--- src/rtl/cct_pkg.sv ---
// Shared types for the capture/compare timer.
// Assumes: configuration word layout is fixed by cct_cfg_t below.
package cct_pkg;

    parameter int DIV_W = 3;

    typedef struct packed {
        logic             alt;    // tick source: alternate clock
        logic [DIV_W-1:0] div;    // prescale exponent
        logic             split;  // two independent halves
        logic             ctr;    // count pin events
        logic [1:0]       esel;   // pin edge select
    } cct_cfg_t;

    localparam int CFG_W    = $bits(cct_cfg_t);
    localparam int NFLAGS   = 5;
    localparam int FL_CAP   = 0;
    localparam int FL_CMP   = 1;
    localparam int FL_OVF   = 2;
    localparam int FL_CMPLO = 3;
    localparam int FL_OVFLO = 4;

endpackage

--- src/rtl/cct_sync.sv ---
// Two-flop synchroniser with one history stage.
// Assumes: async_i is slower than clk; the caller derives edges from lvl_o/prev_o.
module cct_sync (
    input  logic clk,
    input  logic rst_n,
    input  logic async_i,
    output logic lvl_o,
    output logic prev_o
);

    logic meta_q;
    logic lvl_q;
    logic prev_q;

    // Shift the input through the synchroniser and keep one old sample.
    always_ff @(posedge clk) begin
        if (!rst_n) begin
            meta_q <= 1'b0;
            lvl_q  <= 1'b0;
            prev_q <= 1'b0;
        end else begin
            meta_q <= async_i;
            lvl_q  <= meta_q;
            prev_q <= lvl_q;
        end
    end

    assign lvl_o  = lvl_q;
    assign prev_o = prev_q;

endmodule

--- src/rtl/cct_presc.sv ---
// Power-of-two prescaler producing a single-cycle tick.
// Assumes: src_en_i marks one tick-source pulse; restart_i clears the count
// and suppresses the tick in that cycle.
module cct_presc #(
    parameter int DIV_W = 3
) (
    input  logic             clk,
    input  logic             rst_n,
    input  logic             restart_i,
    input  logic             src_en_i,
    input  logic [DIV_W-1:0] div_i,
    output logic             tick_o
);

    localparam int PW = (1 << DIV_W) - 1;

    logic [PW-1:0] cnt_q;
    logic [PW-1:0] lim;
    logic          wrap;

    // Terminal count for the selected ratio; 2^N-1 in PW bits.
    always_comb begin
        lim  = (PW'(1) << div_i) - PW'(1);
        wrap = (cnt_q == lim);
    end

    assign tick_o = !restart_i && src_en_i && wrap;

    // Advance on each source pulse, restart on terminal count or config change.
    always_ff @(posedge clk) begin
        if (!rst_n || restart_i) begin
            cnt_q <= '0;
        end else if (src_en_i) begin
            cnt_q <= wrap ? '0 : cnt_q + 1'b1;
        end
    end

endmodule

--- src/rtl/cct_core.sv ---
// Count, capture and compare datapath for 16-bit or split operation.
// Assumes: tick_i and pin edges are single-cycle enables in the clk domain;
// CNT_W is even.
module cct_core #(
    parameter int CNT_W  = 16,
    parameter int NFLAGS = 5
) (
    input  logic              clk,
    input  logic              rst_n,
    input  logic [1:0]        esel_i,
    input  logic              ctr_i,
    input  logic              split_i,
    input  logic              tick_i,
    input  logic              pin_lvl_i,
    input  logic              pin_prev_i,
    input  logic [CNT_W-1:0]  reload_i,
    input  logic [CNT_W-1:0]  compare_i,
    input  logic [NFLAGS-1:0] clr_i,
    output logic [CNT_W-1:0]  count_o,
    output logic [CNT_W-1:0]  cap_o,
    output logic              cmp_o,
    output logic              cmp_lo_o,
    output logic [NFLAGS-1:0] flags_o
);

    import cct_pkg::*;

    localparam int HW = CNT_W / 2;

    logic [CNT_W-1:0]  cnt_q, cnt_d, cap_q, cap_d;
    logic              cmp_q, cmp_d, cmplo_q, cmplo_d;
    logic [NFLAGS-1:0] flg_q, set;
    logic [HW-1:0]     hi_d, lo_d;
    logic              rise, fall, pin_evt;
    logic              cap_mode, cmp_mode, cnt_mode, step;

    // Decode pin edges and the operating mode of the main counter.
    always_comb begin
        rise     = pin_lvl_i && !pin_prev_i;
        fall     = !pin_lvl_i && pin_prev_i;
        pin_evt  = (esel_i[0] && rise) || (esel_i[1] && fall);
        cap_mode = !ctr_i && (esel_i != 2'b00);
        cmp_mode = !ctr_i && (esel_i == 2'b00);
        cnt_mode = ctr_i && (esel_i != 2'b00);
        step     = cnt_mode ? pin_evt : (!ctr_i && tick_i);
    end

    // Next count, capture, compare outputs and flag sets.
    always_comb begin
        cnt_d   = cnt_q;
        cap_d   = cap_q;
        cmp_d   = cmp_q;
        cmplo_d = cmplo_q;
        set     = '0;
        hi_d    = cnt_q[CNT_W-1:HW];
        lo_d    = cnt_q[HW-1:0];
        if (!split_i) begin
            if (cap_mode && pin_evt) begin
                cap_d       = cnt_q;
                cnt_d       = reload_i;
                set[FL_CAP] = 1'b1;
            end else if (step) begin
                if (&cnt_q) begin
                    cnt_d       = reload_i;
                    set[FL_OVF] = 1'b1;
                end else begin
                    cnt_d = cnt_q + 1'b1;
                end
                if (cmp_mode && (cnt_d == compare_i)) begin
                    cmp_d       = !cmp_q;
                    set[FL_CMP] = 1'b1;
                end
            end
        end else begin
            // Upper half: full feature set at half width.
            if (cap_mode && pin_evt) begin
                cap_d       = {cnt_q[CNT_W-1:HW], {HW{1'b0}}};
                hi_d        = reload_i[CNT_W-1:HW];
                set[FL_CAP] = 1'b1;
            end else if (step) begin
                if (&cnt_q[CNT_W-1:HW]) begin
                    hi_d        = reload_i[CNT_W-1:HW];
                    set[FL_OVF] = 1'b1;
                end else begin
                    hi_d = cnt_q[CNT_W-1:HW] + 1'b1;
                end
                if (cmp_mode && (hi_d == compare_i[CNT_W-1:HW])) begin
                    cmp_d       = !cmp_q;
                    set[FL_CMP] = 1'b1;
                end
            end
            // Lower half: always compare timer on the prescaled tick.
            if (tick_i) begin
                if (&cnt_q[HW-1:0]) begin
                    lo_d          = reload_i[HW-1:0];
                    set[FL_OVFLO] = 1'b1;
                end else begin
                    lo_d = cnt_q[HW-1:0] + 1'b1;
                end
                if (lo_d == compare_i[HW-1:0]) begin
                    cmplo_d         = !cmplo_q;
                    set[FL_CMPLO]   = 1'b1;
                end
            end
            cnt_d = {hi_d, lo_d};
        end
    end

    // State registers; flag sets win over clears.
    always_ff @(posedge clk) begin
        if (!rst_n) begin
            cnt_q   <= '0;
            cap_q   <= '0;
            cmp_q   <= 1'b0;
            cmplo_q <= 1'b0;
            flg_q   <= '0;
        end else begin
            cnt_q   <= cnt_d;
            cap_q   <= cap_d;
            cmp_q   <= cmp_d;
            cmplo_q <= cmplo_d;
            flg_q   <= (flg_q & ~clr_i) | set;
        end
    end

    assign count_o  = cnt_q;
    assign cap_o    = cap_q;
    assign cmp_o    = cmp_q;
    assign cmp_lo_o = cmplo_q;
    assign flags_o  = flg_q;

endmodule

--- src/rtl/capcmp_timer.sv ---
// Capture/compare timer top: synchronisers, prescaler and count datapath.
// Assumes: pin_i and alt_clk_i are asynchronous and at most clk/4;
// cfg_i layout follows cct_pkg::cct_cfg_t.
module capcmp_timer
    import cct_pkg::*;
#(
    parameter int CNT_W = 16
) (
    input  logic              clk,
    input  logic              rst_n,
    input  logic [CFG_W-1:0]  cfg_i,
    input  logic              pin_i,
    input  logic              alt_clk_i,
    input  logic [CNT_W-1:0]  reload_i,
    input  logic [CNT_W-1:0]  compare_i,
    input  logic [NFLAGS-1:0] clr_i,
    output logic [CNT_W-1:0]  count_o,
    output logic [CNT_W-1:0]  cap_o,
    output logic              cmp_o,
    output logic              cmp_lo_o,
    output logic [NFLAGS-1:0] flags_o
);

    cct_cfg_t cfg, cfg_q;
    logic     cfg_chg;
    logic     pin_lvl, pin_prev, alt_lvl, alt_prev;
    logic     src_en, tick;

    assign cfg     = cct_cfg_t'(cfg_i);
    assign cfg_chg = (cfg != cfg_q);
    assign src_en  = cfg.alt ? (alt_lvl && !alt_prev) : 1'b1;

    // Remember the configuration seen at the previous edge.
    always_ff @(posedge clk) begin
        if (!rst_n) begin
            cfg_q <= '0;
        end else begin
            cfg_q <= cfg;
        end
    end

    cct_sync i_pin_sync (
        .clk     (clk),
        .rst_n   (rst_n),
        .async_i (pin_i),
        .lvl_o   (pin_lvl),
        .prev_o  (pin_prev)
    );

    cct_sync i_alt_sync (
        .clk     (clk),
        .rst_n   (rst_n),
        .async_i (alt_clk_i),
        .lvl_o   (alt_lvl),
        .prev_o  (alt_prev)
    );

    cct_presc #(.DIV_W(DIV_W)) i_presc (
        .clk       (clk),
        .rst_n     (rst_n),
        .restart_i (cfg_chg),
        .src_en_i  (src_en),
        .div_i     (cfg.div),
        .tick_o    (tick)
    );

    cct_core #(.CNT_W(CNT_W), .NFLAGS(NFLAGS)) i_core (
        .clk        (clk),
        .rst_n      (rst_n),
        .esel_i     (cfg.esel),
        .ctr_i      (cfg.ctr),
        .split_i    (cfg.split),
        .tick_i     (tick),
        .pin_lvl_i  (pin_lvl),
        .pin_prev_i (pin_prev),
        .reload_i   (reload_i),
        .compare_i  (compare_i),
        .clr_i      (clr_i),
        .count_o    (count_o),
        .cap_o      (cap_o),
        .cmp_o      (cmp_o),
        .cmp_lo_o   (cmp_lo_o),
        .flags_o    (flags_o)
    );

endmodule

--- config.mk ---
export PLATFORM = sky130hd
export DESIGN_NAME = capcmp_timer
export DESIGN_NICKNAME = d
export VERILOG_FILES = /design/src/rtl/cct_pkg.sv /design/src/rtl/cct_sync.sv /design/src/rtl/cct_presc.sv /design/src/rtl/cct_core.sv /design/src/rtl/capcmp_timer.sv
export SDC_FILE = /design/constraint.sdc
export NUM_CORES = 1
export LEC_CHECK = 0
export BUFFER_PORTS_ARGS = -buffer_cell sky130_fd_sc_hd__buf_2
export CAP_MARGIN = 20
export CORE_MARGIN = 8
export CORE_UTILIZATION = 35
export CTS_BUF_LIST = sky130_fd_sc_hd__clkbuf_2 sky130_fd_sc_hd__clkbuf_4 sky130_fd_sc_hd__clkbuf_8
export CTS_CLUSTER_DIAMETER = 30
export DETAILED_ROUTE_END_ITERATION = 12
export PLACE_DENSITY_LB_ADDON = 0.15
export SLEW_MARGIN = 10
export SYNTH_ARGS = -nofsm -noshare
export SYNTH_HDL_FRONTEND = slang
export SYNTH_SLANG_ARGS = --single-unit
--- constraint.sdc ---
create_clock -name clk -period 3.3 [get_ports clk]
set_input_delay 0.66 -clock clk [delete_from_list [all_inputs] [get_ports clk]]
set_output_delay 0.66 -clock clk [all_outputs]
set_load 0.05 [all_outputs]
== Word-level counts from Yosys, hierarchy flattened ==
Cells that the tools add are included.

* Add/sub/neg operators: 5
* Multipliers: 0
* Div/mod/pow operators: 0
* $lt $le $gt $ge: 0
* Equality and inequality tests: 7
* Shift-type cells: 1
* Muxes and demuxes: 44
* Bitwise operators: 4
* Reduce and logical (&&, ||, !) cells: 35

{| class="wikitable"
|+ Operators with widths
! operator !! number
|-
| $mux W16 || 10
|-
| $mux W8 || 10
|-
| $add A16 B1 Y16 const B || 1
|-
| $add A8 B1 Y8 const B || 2
|-
| $eq A16 B16 Y1 || 1
|-
| $eq A8 B8 Y1 || 2
|-
| $mux W1 || 16
|-
| $reduce_and A16 Y1 || 1
|-
| $reduce_and A8 Y1 || 2
|-
| $logic_and A1 B1 Y1 || 14
|-
| $mux W2 || 6
|-
| $logic_not A1 Y1 || 8
|-
| $ne A8 B8 Y1 || 1
|-
| $add A7 B1 Y7 const B || 1
|-
| $eq A7 B7 Y1 || 1
|-
| $mux W7 || 1
|-
| $shl A1 B3 Y7 const A || 1
|-
| $sub A7 B2 Y7 const B || 1
|-
| $reduce_bool A2 Y1 || 3
|-
| $and A5 B5 Y5 || 1
|-
| $not A5 Y5 || 1
|-
| $or A5 B5 Y5 || 1
|-
| $ne A2 B1 Y1 const B || 2
|-
| $reduce_and A4 Y1 || 1
|-
| 7 further kinds || 8
|}

* Bits in registers: 60
* Latch bits: 0
* Memory bits (writable): 0
* Memory bits (read-only): 0
* Output and inout port bits: 39
* Word-level logic and storage cells: 114
* Memories: 0

== Depth between registers and ports, before layout ==
Gate-level depths: netlist of run 1.

* Depth after elaboration: 17
* Mapped depth: 12
* Mapped depth without buffers: 9

== Modules after synthesis ==
A second synthesis of run 1 with hierarchy kept.

* Cells, all modules: 530
* Area total of the unflattened synthesis: 4,260.3 um2

{| class="wikitable"
|+ Modules (own cells, without submodules)
! module !! instances !! cells an instance !! area an instance (um2) !! sequential area each (um2)
|-
| cct_core || 1 || 433 || 3,266.9 || 780.7
|-
| cct_presc || 1 || 56 || 529.3 || 140.1
|-
| capcmp_timer || 1 || 29 || 306.5 || 160.2
|-
| cct_sync || 2 || 6 || 78.8 || 60.1
|}

== Worst setup path before layout of run 1 ==
No wires, ideal clock.

* Path kind: reg-to-reg
* From: reg i_core.cnt_q[0], in the netlist i_core.count_o[0]
* To: reg i_core.cmp_q, in the netlist i_core.cmp_o
* Arrival: 2,698 ps
* Data required time: 3,174 ps
* Path slack: 476 ps
* Stages on the path, launching flop included: 11
* Cell sequence: dfxtp_1 ha_1 nand3_1 or4_1 clkbuf_1 mux2i_1 o22ai_1 nor4bb_1 and4_1 a211o_1 nand4_1

* Word-level cells in the longest chain between the ends: 9

{| class="wikitable"
|+ RTL lines
! item !! line !! text
|-
| from (decl) || cct_core.sv:30 || <nowiki>logic [CNT_W-1:0] cnt_q, cnt_d, cap_q, cap_d;</nowiki>
|-
| from (signal assigned) || cct_core.sv:118 || <nowiki>cnt_q <= cnt_d;</nowiki>
|-
| $add A16 B1 Y16 or $reduce_and A16 Y1 (tied branches) || cct_core.sv:67, cct_core.sv:63 ||
|-
| $mux W16 (*) || cct_core.sv:63 || <nowiki>if (&cnt_q) begin</nowiki>
|-
| $mux W16 (*) || cct_core.sv:62 || <nowiki>end else if (step) begin</nowiki>
|-
| $mux W16 (*) || cct_core.sv:58 || <nowiki>if (cap_mode && pin_evt) begin</nowiki>
|-
| $mux W16 (*) || cct_core.sv:57 || <nowiki>if (!split_i) begin</nowiki>
|-
| $eq A16 B16 Y1 (*) || cct_core.sv:69 || <nowiki>if (cmp_mode && (cnt_d == compare_i)) begin</nowiki>
|-
| $logic_and A1 B1 Y1 (*) || cct_core.sv:69 ||
|-
| $reduce_bool A2 Y1 (no source line) (*) || -- ||
|-
| $reduce_and A4 Y1 (no source line) (*) || -- ||
|-
| to (signal assigned) || cct_core.sv:120 || <nowiki>cmp_q <= cmp_d;</nowiki>
|-
| to (decl) || cct_core.sv:31 || <nowiki>logic cmp_q, cmp_d, cmplo_q, cmplo_d;</nowiki>
|}

Mark *: on every way between the ends. The rest lies on a longest branch, timed or not. The select of a mux whose other input is x is not followed.
A chain may end at the register's enable or synchronous reset.

== Final worst setup path of run 1 ==
* From: reg i_core.cnt_q[8], in the netlist i_core.count_o[8]
* To: reg i_core.cmp_q, in the netlist i_core.cmp_o

* Word-level cells in the longest chain between the ends: 9

{| class="wikitable"
|+ RTL lines
! item !! line !! text
|-
| $add A16 B1 Y16, or another cell as far along || cct_core.sv:67 || <nowiki>cnt_d = cnt_q + 1'b1;</nowiki>
|-
| $mux W16 or $mux W8 (tied branches) || cct_core.sv:63, cct_core.sv:81 ||
|-
| $mux W16 or $mux W8 (tied branches) || cct_core.sv:62, cct_core.sv:80 ||
|-
| $mux W16 or $mux W8 (tied branches) || cct_core.sv:58, cct_core.sv:76 ||
|-
| $mux W16 or $mux W8 (tied branches) || cct_core.sv:57 ||
|-
| $eq A16 B16 Y1 or $eq A8 B8 Y1 (tied branches) || cct_core.sv:69, cct_core.sv:87 ||
|-
| $logic_and A1 B1 Y1, on equally long branches || cct_core.sv:69, cct_core.sv:87 ||
|-
| $reduce_bool A2 Y1 (no source line) or $ne A2 B1 Y1 (tied branches) || -- ||
|-
| $reduce_and A4 Y1 (no source line) (*) || -- ||
|}

Marked as above.

==> results of run 1 <==
## flip-flops by register name, indices dropped and copies added, names as in the netlist
signal,flops
cfg_q,8
i_alt_sync.lvl_o,1
i_alt_sync.meta_q,1
i_alt_sync.prev_o,1
i_core.cap_o,16
i_core.cmp_lo_o,1
i_core.cmp_o,1
i_core.count_o,16
i_core.flags_o,5
i_pin_sync.lvl_o,1
i_pin_sync.meta_q,1
i_pin_sync.prev_o,1
i_presc.cnt_q,7
## final timing paths
kind | end | cells past startpoint | slack (ps) | from
worst max-delay path | i_core.cmp_o | 9 | 370 | i_core.count_o[8]
worst min-delay path | i_alt_sync.lvl_o | 1 | 440 | i_alt_sync.meta_q
worst max register to register | i_core.cmp_o | 9 | 370 | i_core.count_o[8]
worst min register to register | i_alt_sync.lvl_o | 1 | 440 | i_alt_sync.meta_q
## area by class of cell
type / instances / area share
repair buffers: 126 / 0.141
clock inverters: 3 / 0.00873
inverters: 18 / 0.0131
clock buffers: 12 / 0.0320
multi-input cells: 430 / 0.537
well taps: 147 / 0.0356
flip-flops and latches: 60 / 0.233
## cell families (layout without fill, tap and decap cells)
logic type,count (synthesis),in the layout
multiplexers,20,20
flip-flops,60,60
XOR/XNOR,55,55
adder cells (fa/ha/maj),5,5
AO/OA/AOI/OAI,136,136
AND/OR/NAND/NOR,214,214
buffers and inverters,66,159
## stage by stage
step / std cells / utilization
global placement: 781 / 0.414
floorplan: 556 / -
finish: 796 / 0.431
detailed placement: 781 / 0.414
global route: 796 / 0.431
CTS: 796 / 0.431
## worst reg2reg max path: cells and delay by family, from the launching register on
family                   cells  cell delay, ps
AND/OR/NAND/NOR              5            1650
multiplexers                 1             270
flip-flops                   1             340
AO/OA/AOI/OAI                2             260
adder cells (fa/ha/maj)      1             290
## placed cells by master, fill, tap and decap left out, types with 4 or more instances in the layout
cell type and count:
sky130_fd_sc_hd__buf_4 39, sky130_fd_sc_hd__buf_2 87, sky130_fd_sc_hd__a211oi_1 4, sky130_fd_sc_hd__o21ai_1 10
sky130_fd_sc_hd__o211ai_1 6, sky130_fd_sc_hd__or4_1 4, sky130_fd_sc_hd__a211o_1 6, sky130_fd_sc_hd__nor2_1 42
sky130_fd_sc_hd__nand2_1 50, sky130_fd_sc_hd__o21ai_0 24, sky130_fd_sc_hd__nand2b_1 7, sky130_fd_sc_hd__nor4_1 4
sky130_fd_sc_hd__and2_1 17, sky130_fd_sc_hd__and4_1 4, sky130_fd_sc_hd__xnor2_1 29, sky130_fd_sc_hd__clkbuf_8 12
sky130_fd_sc_hd__ha_1 5, sky130_fd_sc_hd__mux2i_1 18, sky130_fd_sc_hd__nand3_1 37, sky130_fd_sc_hd__nand4_1 18
sky130_fd_sc_hd__xor2_1 26, sky130_fd_sc_hd__inv_1 17, sky130_fd_sc_hd__nor3_1 9, sky130_fd_sc_hd__a21oi_1 42
sky130_fd_sc_hd__o2111ai_1 4, sky130_fd_sc_hd__a31oi_1 5, sky130_fd_sc_hd__dfxtp_1 60, sky130_fd_sc_hd__a2111oi_0 4
## routing by layer
metal	GRT usage	vias up	routed length (um)
li1	-	2160	-
met1	0.248	2149	7110
met3	0.0486	14	1070
met4	0.0510	2	196
met5	0	-	8
met2	0.277	155	6430
## where the power goes
group | internal, mW | total, mW | switching, mW
Combinational | 0.0972 | 0.263 | 0.165
Clock | 0.406 | 0.695 | 0.289
Sequential | 0.738 | 0.747 | 0.00861
Total | 1.24 | 1.70 | 0.463
==> flow_summary.yaml, run 1 <==
place:
  gp_congestion: 0.898
  dp_slack_ps: 153
  placement.cell_area_um2: 4950
  place_hpwl_um: 11500
  portBuffers: 87
setup_path:
  timing.critical_path.fanout_max: 5
  max_stage_delay_ps: 720
  critPathLaunchType: "register"
  critical_path_arrival_ps: 3160
  critPathKind: "reg2reg"
  cp.buffers_inverters: 0
  worst-endpoint-required_ps: 3520
  crit_chain: "ha_1, nand3_1, or4_1, mux2i_1, o22ai_1, nor4bb_1, and4_1, a211o_1, nand4_1"
  slowest_stage: "sky130_fd_sc_hd__or4_1"
  critical_path.endpoint_type: "register"
  timing.critical_path.max_delay_family: "simple AND/OR/NAND/NOR gates"
final_layout:
  post_route_cells_drive_above_1_share: 0.239
  fillCellCount: 1247
  layout.area.seq_um2: 1200
  nNetsFinal: 699
  design_area_um2: 5160
  diodes: 0
  areaGrowthSynthToFinish_pct: 20.5
  multi_input_logic_area_um2: 2770
grt:
  antenna_violations_before_repair: 1
  global_route.usage.total: 0.183
  vias_in_the_first_global_route: 4308
  global_route_wire_length_before_repair_um: 23400
  remaining_overflow_grt: 0
  grt_max_degree: 27
clock_network:
  cts.repair_timing.setup_buffer_count: 0
  clkLatencyLatePin_ps: 340
  clkSinkCount: 60
  tritoncts: "yes"
  cts_clock_pin_slew_for_the_worst_setup_and_hold_paths_ps: 70
  number_of_clock_buffers_inserted_by_tritoncts: 9
  clock-root-buffer: "sky130_fd_sc_hd__clkbuf_8"
  cts.htree.levels: 3
  hold_buffers: 0
  postCtsResizedCells: 0
  clk_path_buf_depth: 2
drt:
  wl_per_cell_um: 18.6
  route.detailed.drc: 0
  drtPass1Iterations: 5
  avgViaCountPerCell: 5.63
  finalWirelength_um: 14800
  first_iter_violations: 409
  vias_post_dr: 4480
  ant_nets: 0
floorplan:
  vertical_die_dimension_um: 127
  initial_utilization: 0.358
  die-area_um2: 16000
  die_width_um: 127
  floorplan.io_pins: 88
  row_count: 40
  core_region_area_um2: 12000
yosys:
  synthesis.area_um2: 4280
  synth.most_common_cell: "sky130_fd_sc_hd__dfxtp_1"
  synthTopCellsByArea: "sky130_fd_sc_hd__dfxtp_1, sky130_fd_sc_hd__xnor2_1, sky130_fd_sc_hd__xor2_1"
  ys_warn_count: 0
  asyncSetResetFlopFracSynth: 0
  synth_top_cell_by_area: "sky130_fd_sc_hd__dfxtp_1"
  number_of_flops_mapped_to_enable_cells_by_yosys: 0
  synth_simple_gate_area_share: 0.265
  ys.flop_type: "sky130_fd_sc_hd__dfxtp_1"
  netlist_instances: 556
  synth-adder-area-share: 0.0146
  post-synth-top-area-fraction: 0.280
  netlist_top_cells_count: "sky130_fd_sc_hd__dfxtp_1, sky130_fd_sc_hd__nand2_1, sky130_fd_sc_hd__a21oi_1"
  synth_compound_area_frac: 0.203
  synth-seq-area-share: 0.280
  largest_family_of_logic_cells_by_synthesized_area: "simple AND/OR/NAND/NOR gates"
  syn_area_per_cell_um2: 7.71
  synth-xor-area-share: 0.112
  postSynthNetCount: 610
  postSynthRegisterBits: 60
  yosysUniqueCellTypes: 66
  muxShareOfSynthArea: 0.0499
power_and_ir_drop:
  post-layout-total-power_mw: 1.70
  power.ir.vdd_worst_mv: 0.163
  powerDensity_nw_per_um2: 330
  p_leak_nw: 2.08
sta:
  timing_hold_violations_final: 0
  final_period_minus_worst_setup_slack_ps: 2930
  timing.max_slew.rel_slack: 0.494
  rsz_0062_raised_after_global_routing: "no"
  final.period_utilization: 0.889
  worstMarginPinSlew_ps: 757
  setup_viol_count_final: 0
  max_clock_freq_ghz: 0.341
  worst_hold_slack_ps: 436
  layout_setup_ws_ps: 368
  slew_violations: 0
  worst_clock_skew_ps: 4.20
  setup-tns-final_ps: 0
status:
  status: "complete, no violations"
worst_hold_path:
  worst_hold_path_type: "reg2reg"
run:
  maxCapViolCount: 0
No activity file was read; power rests on OpenSTA's default activity.
==> run 2: changes to the inputs <==
Settings changed: CORE_UTILIZATION 35 to 50.
==> run 2 against run 1 <==
Worst setup slack lost 20 ps. Sequential power is essentially flat. Worst hold slack gained 2.1 ps. Count of clock-buffer cells in the layout shrank 3. Total power grew 3.9%. Via count shrank 1.0%. Fmax shrank 0.67%. Combinational power shrank 2%. Flip-flop and latch count is the same. Sequential share of layout area grew 0.52 points. Core utilization grew 18 points. Critical path type unchanged.
==> flow_summary.yaml, run 2 (synthesized netlist as in run 1, its figures left out) <==
setup_path:
  critical_path.reg2reg.startpoint: "i_core.count_o[3]"
  max_stage_delay_ps: 770
  slowest_stage: "sky130_fd_sc_hd__or4_1"
  critical_path.endpoint_type: "register"
  reg2regPathDepth: 8
  crit_chain: "nand4_1, or4_1, mux2i_1, o22ai_1, nor4bb_1, and4_1, a211o_1, nand4_1"
  timing.critical_path.fanout_max: 9
  critPathMostFrequentCell: "sky130_fd_sc_hd__nand4_1"
  crit-reg2reg-capture: "i_core.cmp_o"
  critPathLaunchType: "register"
  critical_path_arrival_ps: 3190
  critPathKind: "reg2reg"
  worst-r2r-setup-slack_ps: 350
  worst-endpoint-required_ps: 3530
clock_network:
  cts.htree.levels: 3
  clock-root-buffer: "sky130_fd_sc_hd__clkbuf_8"
  cts_clock_pin_slew_for_the_worst_setup_and_hold_paths_ps: 80
  number_of_clock_buffers_inserted_by_tritoncts: 9
  hold_buffers: 0
  tritoncts: "yes"
  postCtsResizedCells: 0
  clkSinkCount: 60
  clkLatencyLatePin_ps: 350
  clk_path_buf_depth: 2
  cts.repair_timing.setup_buffer_count: 0
sta:
  max_clock_freq_ghz: 0.339
  slew_violations: 0
  worst_hold_slack_ps: 438
  setup_viol_count_final: 0
  worstMarginPinSlew_ps: 705
  setup-tns-final_ps: 0
  timing.max_slew.rel_slack: 0.530
  timing_hold_violations_final: 0
  final_period_minus_worst_setup_slack_ps: 2950
  worst_clock_skew_ps: 14.4
  rsz_0062_raised_after_global_routing: "no"
  final.period_utilization: 0.895
  layout_setup_ws_ps: 348
power_and_ir_drop:
  netSwitchingPower_mw: 0.506
  powerDensity_nw_per_um2: 351
  internal_power_mw: 1.26
  power_frac_clock: 0.433
  p_leak_nw: 2.05
  sequentialPowerShare: 0.422
  comb_power_share: 0.146
  netSwitchingFraction: 0.286
  power.ir.vdd_worst_mv: 0.377
drt:
  finalWirelength_um: 13500
  route.detailed.drc: 0
  first_iter_violations: 335
  vias_post_dr: 4433
  drtPass1Iterations: 6
  ant_nets: 0
  avgViaCountPerCell: 5.95
  wl_per_cell_um: 18.2
grt:
  vias_in_the_first_global_route: 4152
  antenna_violations_before_repair: 0
  grt_max_degree: 38
  global_route_wire_length_before_repair_um: 21300
  remaining_overflow_grt: 0
  global_route.usage.total: 0.227
final_layout:
  diodes: 0
  commonest_non_fill_non_tap_cells_in_the_layout: "sky130_fd_sc_hd__buf_2, sky130_fd_sc_hd__dfxtp_1, sky130_fd_sc_hd__nand2_1"
  areaGrowthSynthToFinish_pct: 17.8
  nNetsFinal: 689
  final_util: 0.611
  final_common_cell: "sky130_fd_sc_hd__buf_2"
  post_route_cells_drive_above_1_share: 0.228
  design_area_um2: 5050
floorplan:
  die_width_um: 109
  vertical_die_dimension_um: 109
  core_region_area_um2: 8260
  initial_utilization: 0.519
  die-area_um2: 11800
  floorplan.io_pins: 88
  row_count: 33
status:
  status: "complete, no violations"
place:
  placement.cell_area_um2: 4820
  gp_congestion: 0.921
  place_hpwl_um: 10100
  portBuffers: 87
  dp_slack_ps: 247
worst_hold_path:
  worst_hold_path_type: "reg2reg"
  hold_critical_path_depth: 1
  hold-path-endpoint: "i_alt_sync.lvl_o"
  hold_path_startpoint: "i_alt_sync.meta_q"
run:
  maxCapViolCount: 0
-- run 2: changes by cell type in the layout (fill, tap and decap cells not counted) --
cell	previous run	this run
sky130_fd_sc_hd__clkinvlp_4	2	0
sky130_fd_sc_hd__buf_4	39	29
sky130_fd_sc_hd__inv_6	0	1
sky130_fd_sc_hd__bufinv_16	1	2
sky130_fd_sc_hd__clkbuf_8	12	9
sky130_fd_sc_hd__clkinv_2	0	1
sky130_fd_sc_hd__clkinv_4	0	3
-- run 2: worst max-delay path by stage --
| stage | startpoint | end | slack (ps) | depth (start not counted) |
|---|---|---|---|---|
| after floorplan | i_core.count_o[0] | i_core.cmp_o | 480 | 10 |
| after global placement | cfg_i[5] | i_core.count_o[2] | 310 | 8 |
| after detailed placement | cfg_i[5] | i_core.count_o[2] | 250 | 8 |
| after CTS | i_core.count_o[3] | i_core.cmp_o | 370 | 8 |
| after global routing | i_core.count_o[3] | i_core.cmp_o | 120 | 8 |
| final | i_core.count_o[3] | i_core.cmp_o | 350 | 8 |
-- run 2: per-layer routing --
| layer | up-vias | GRT usage | wire length (um) |
|---|---|---|---|
| met5 | - | 0 | 0 |
| met4 | 0 | 0.0743 | 285 |
| met3 | 27 | 0.0500 | 980 |
| met2 | 178 | 0.384 | 6660 |
| met1 | 2083 | 0.279 | 5610 |
| li1 | 2145 | - | - |
-- run 2: final cells by class --
class / count / area (um2)
fill: 816 / 3210
multi-input combinational: 430 / 2770
sequential: 60 / 1200
timing repair buffer: 116 / 653
tap: 105 / 131
clock buffer: 9 / 124
clock inverter: 7 / 100
inverter: 18 / 67.6
-- run 2: power by group through the flow --
stage	logic, mW	clock network, mW	registers [mW]
6_report	0.258	0.766	0.746
2_1_floorplan	0.145	0	0.776
5_1_grt	0.278	0.810	0.748
3_3_place_gp	0.250	0	0.763
4_1_cts	0.255	0.781	0.746
3_5_place_dp	0.254	0	0.763
-- run 2: through the flow --
| step | std cells | power (mW) |
|---|---|---|
| detailed placement | 729 | 1.02 |
| global route | 745 | 1.84 |
| finish | 745 | 1.77 |
| CTS | 745 | 1.78 |
| floorplan | 556 | 0.921 |
| global placement | 729 | 1.01 |
-- run 2: critical path: cells and delay by family, from the launching register on --
family	cells	cell delay (ps)
AND/OR/NAND/NOR	5	1740
flip-flops	1	560
AO/OA/AOI/OAI	2	280
multiplexers	1	270
==> run 3: changes to the inputs <==
--- a/config.mk
+++ b/config.mk
@@ -10,3 +10,3 @@
 export CORE_MARGIN = 8
-export CORE_UTILIZATION = 50
+export CORE_UTILIZATION = 40
 export CTS_BUF_LIST = sky130_fd_sc_hd__clkbuf_2 sky130_fd_sc_hd__clkbuf_4 sky130_fd_sc_hd__clkbuf_8
@@ -14,2 +14,3 @@
 export DETAILED_ROUTE_END_ITERATION = 12
+export GPL_ROUTABILITY_DRIVEN = 0
 export PLACE_DENSITY_LB_ADDON = 0.15
==> constraint.sdc (replaced) <==
create_clock -name clk -period 3.3 [get_ports clk]
set_input_delay 0.165 -clock clk [delete_from_list [all_inputs] [get_ports clk]]
set_output_delay 0.165 -clock clk [all_outputs]
set_load 0.05 [all_outputs]
==> run 3 against run 2 <==
Clock skew down 3.8 ps. Non-clock buffer count down 4. Worst hold slack worse by 410 ps. Sequential share of layout area is essentially flat. Register-to-register slack lost 70 ps. Flip-flop and latch count unchanged. Final area is 0.17% lower.
==> flow_summary.yaml, run 3 (synthesized netlist as in run 1, its figures left out) <==
sta:
  rsz_0062_raised_after_global_routing: "no"
  setup_viol_count_final: 0
  worst_clock_skew_ps: 10.6
  final.period_utilization: 0.916
  worstMarginPinSlew_ps: 907
  timing_hold_violations_final: 0
  layout_setup_ws_ps: 277
  setup-tns-final_ps: 0
  timing.max_slew.rel_slack: 0.386
  slew_violations: 0
  final_period_minus_worst_setup_slack_ps: 3020
  max_clock_freq_ghz: 0.331
clock_network:
  cts.htree.levels: 3
  postCtsResizedCells: 0
  cts.repair_timing.setup_buffer_count: 0
  clkLatencyLatePin_ps: 350
  cts_clock_pin_slew_for_the_worst_setup_and_hold_paths_ps: 70
  clkSinkCount: 60
  clk_path_buf_depth: 2
  hold_buffers: 0
  clock-root-buffer: "sky130_fd_sc_hd__clkbuf_8"
  tritoncts: "yes"
  number_of_clock_buffers_inserted_by_tritoncts: 9
place:
  portBuffers: 87
  dp_slack_ps: 302
  post-place-cells: 755
  place_hpwl_um: 11000
drt:
  drtPass1Iterations: 5
  finalWirelength_um: 14200
  route.detailed.drc: 0
  avgViaCountPerCell: 5.77
  wl_per_cell_um: 18.3
  vias_post_dr: 4456
  first_iter_violations: 322
  ant_nets: 0
worst_hold_path:
  hold-path-endpoint: "i_alt_sync.meta_q"
  worst_hold_path_type: "in2reg"
  hold_path_startpoint: "alt_clk_i"
  hold_critical_path_depth: 2
final_layout:
  finalNonFillerCells: 772
  diodes: 0
  final_common_cell: "sky130_fd_sc_hd__buf_2"
  post_route_cells_drive_above_1_share: 0.223
  commonest_non_fill_non_tap_cells_in_the_layout: "sky130_fd_sc_hd__buf_2, sky130_fd_sc_hd__dfxtp_1, sky130_fd_sc_hd__nand2_1"
  nNetsFinal: 685
  areaGrowthSynthToFinish_pct: 17.6
setup_path:
  timing.critical_path.max_delay_family: "simple AND/OR/NAND/NOR gates"
  critical_path.reg2reg.startpoint: "i_core.count_o[5]"
  worst-r2r-setup-slack_ps: 280
  critical_path.endpoint_type: "register"
  max_stage_delay_ps: 620
  critPathLaunchType: "register"
  critical_path_arrival_ps: 3260
  timing.critical_path.fanout_max: 16
  worst-endpoint-required_ps: 3540
  crit_chain: "nand4_1, or2_1, nor2_1, a21oi_1, nor4_1, and4_1, a211o_1, nand4_1"
  reg2regPathDepth: 8
  slowest_stage: "sky130_fd_sc_hd__or2_1"
  critPathMostFrequentCell: "sky130_fd_sc_hd__nand4_1"
  crit-reg2reg-capture: "i_core.cmp_o"
  cp.buffers_inverters: 0
  critPathKind: "reg2reg"
status:
  status: "complete, no violations"
grt:
  use_met1: 0.225
  use_met2: 0.331
  global_route_wire_length_before_repair_um: 22700
  vias_in_the_first_global_route: 4383
  global_route.usage.total: 0.197
  global_route.usage.met3: 0.0652
  grt-busiest-layer: "met2"
  remaining_overflow_grt: 0
  grt_max_degree: 38
  antenna_violations_before_repair: 0
floorplan:
  die_width_um: 119
  initial_utilization: 0.413
  floorplan.io_pins: 88
  vertical_die_dimension_um: 119
  core_region_area_um2: 10400
  row_count: 37
  die-area_um2: 14300
power_and_ir_drop:
  p_leak_nw: 2.03
  power.ir.vdd_worst_mv: 0.259
  powerDensity_nw_per_um2: 338
  post-layout-total-power_mw: 1.70
run:
  maxCapViolCount: 0
==> run 3: cell count changes in the layout (fill, tap and decap cells not counted) <==
cell	previous run	this run
sky130_fd_sc_hd__clkinv_2	1	2
sky130_fd_sc_hd__inv_6	1	0
sky130_fd_sc_hd__clkinv_4	3	0
sky130_fd_sc_hd__clkbuf_8	9	11
sky130_fd_sc_hd__clkinvlp_4	0	1
sky130_fd_sc_hd__bufinv_16	2	1
sky130_fd_sc_hd__clkbuf_4	0	1
sky130_fd_sc_hd__buf_4	29	25
==> run 3: cell type report <==
class                   instances  area, um2
flip-flops and latches         60       1200
well taps                     136        170
inverters                      18       67.6
clock inverters                 4       47.5
multi-input cells             430       2770
repair buffers                112        623
fillers                      1070       5330
clock buffers                  12        159
==> run 3: layer usage <==
layer  wire length [um]  up-vias
met2               6950      185
met5                  0        -
met3               1110       37
met1               5720     2097
li1                   -     2137
met4                390        0
==> run 3: worst max path at each step <==
stage,startpoint,to,slack (ps),cells past startpoint
floorplan,i_core.count_o[0],i_core.cmp_o,480,10
global placement,i_core.count_o[5],i_core.cmp_o,450,8
detailed placement,i_core.count_o[5],i_core.cmp_o,300,8
CTS,i_core.count_o[5],i_core.cmp_o,310,8
global route,i_core.count_o[5],i_core.cmp_o,50,8
finish,i_core.count_o[5],i_core.cmp_o,280,8
==> run 3: metrics by stage <==
step	util	hold WS, ps	instance area, um2
CTS	0.485	4.19	5030
finish	0.486	25.0	5040
detailed placement	0.465	376	4820
floorplan	-	287	4280
global placement	0.465	372	4820
global route	0.486	4.87	5040
==> run 3: where the power goes <==
part / total, mW / switching [mW] / internal, mW
logic: 0.258 / 0.163 / 0.0954
clock network: 0.697 / 0.301 / 0.396
registers: 0.747 / 0.00888 / 0.738
total: 1.70 / 0.473 / 1.23
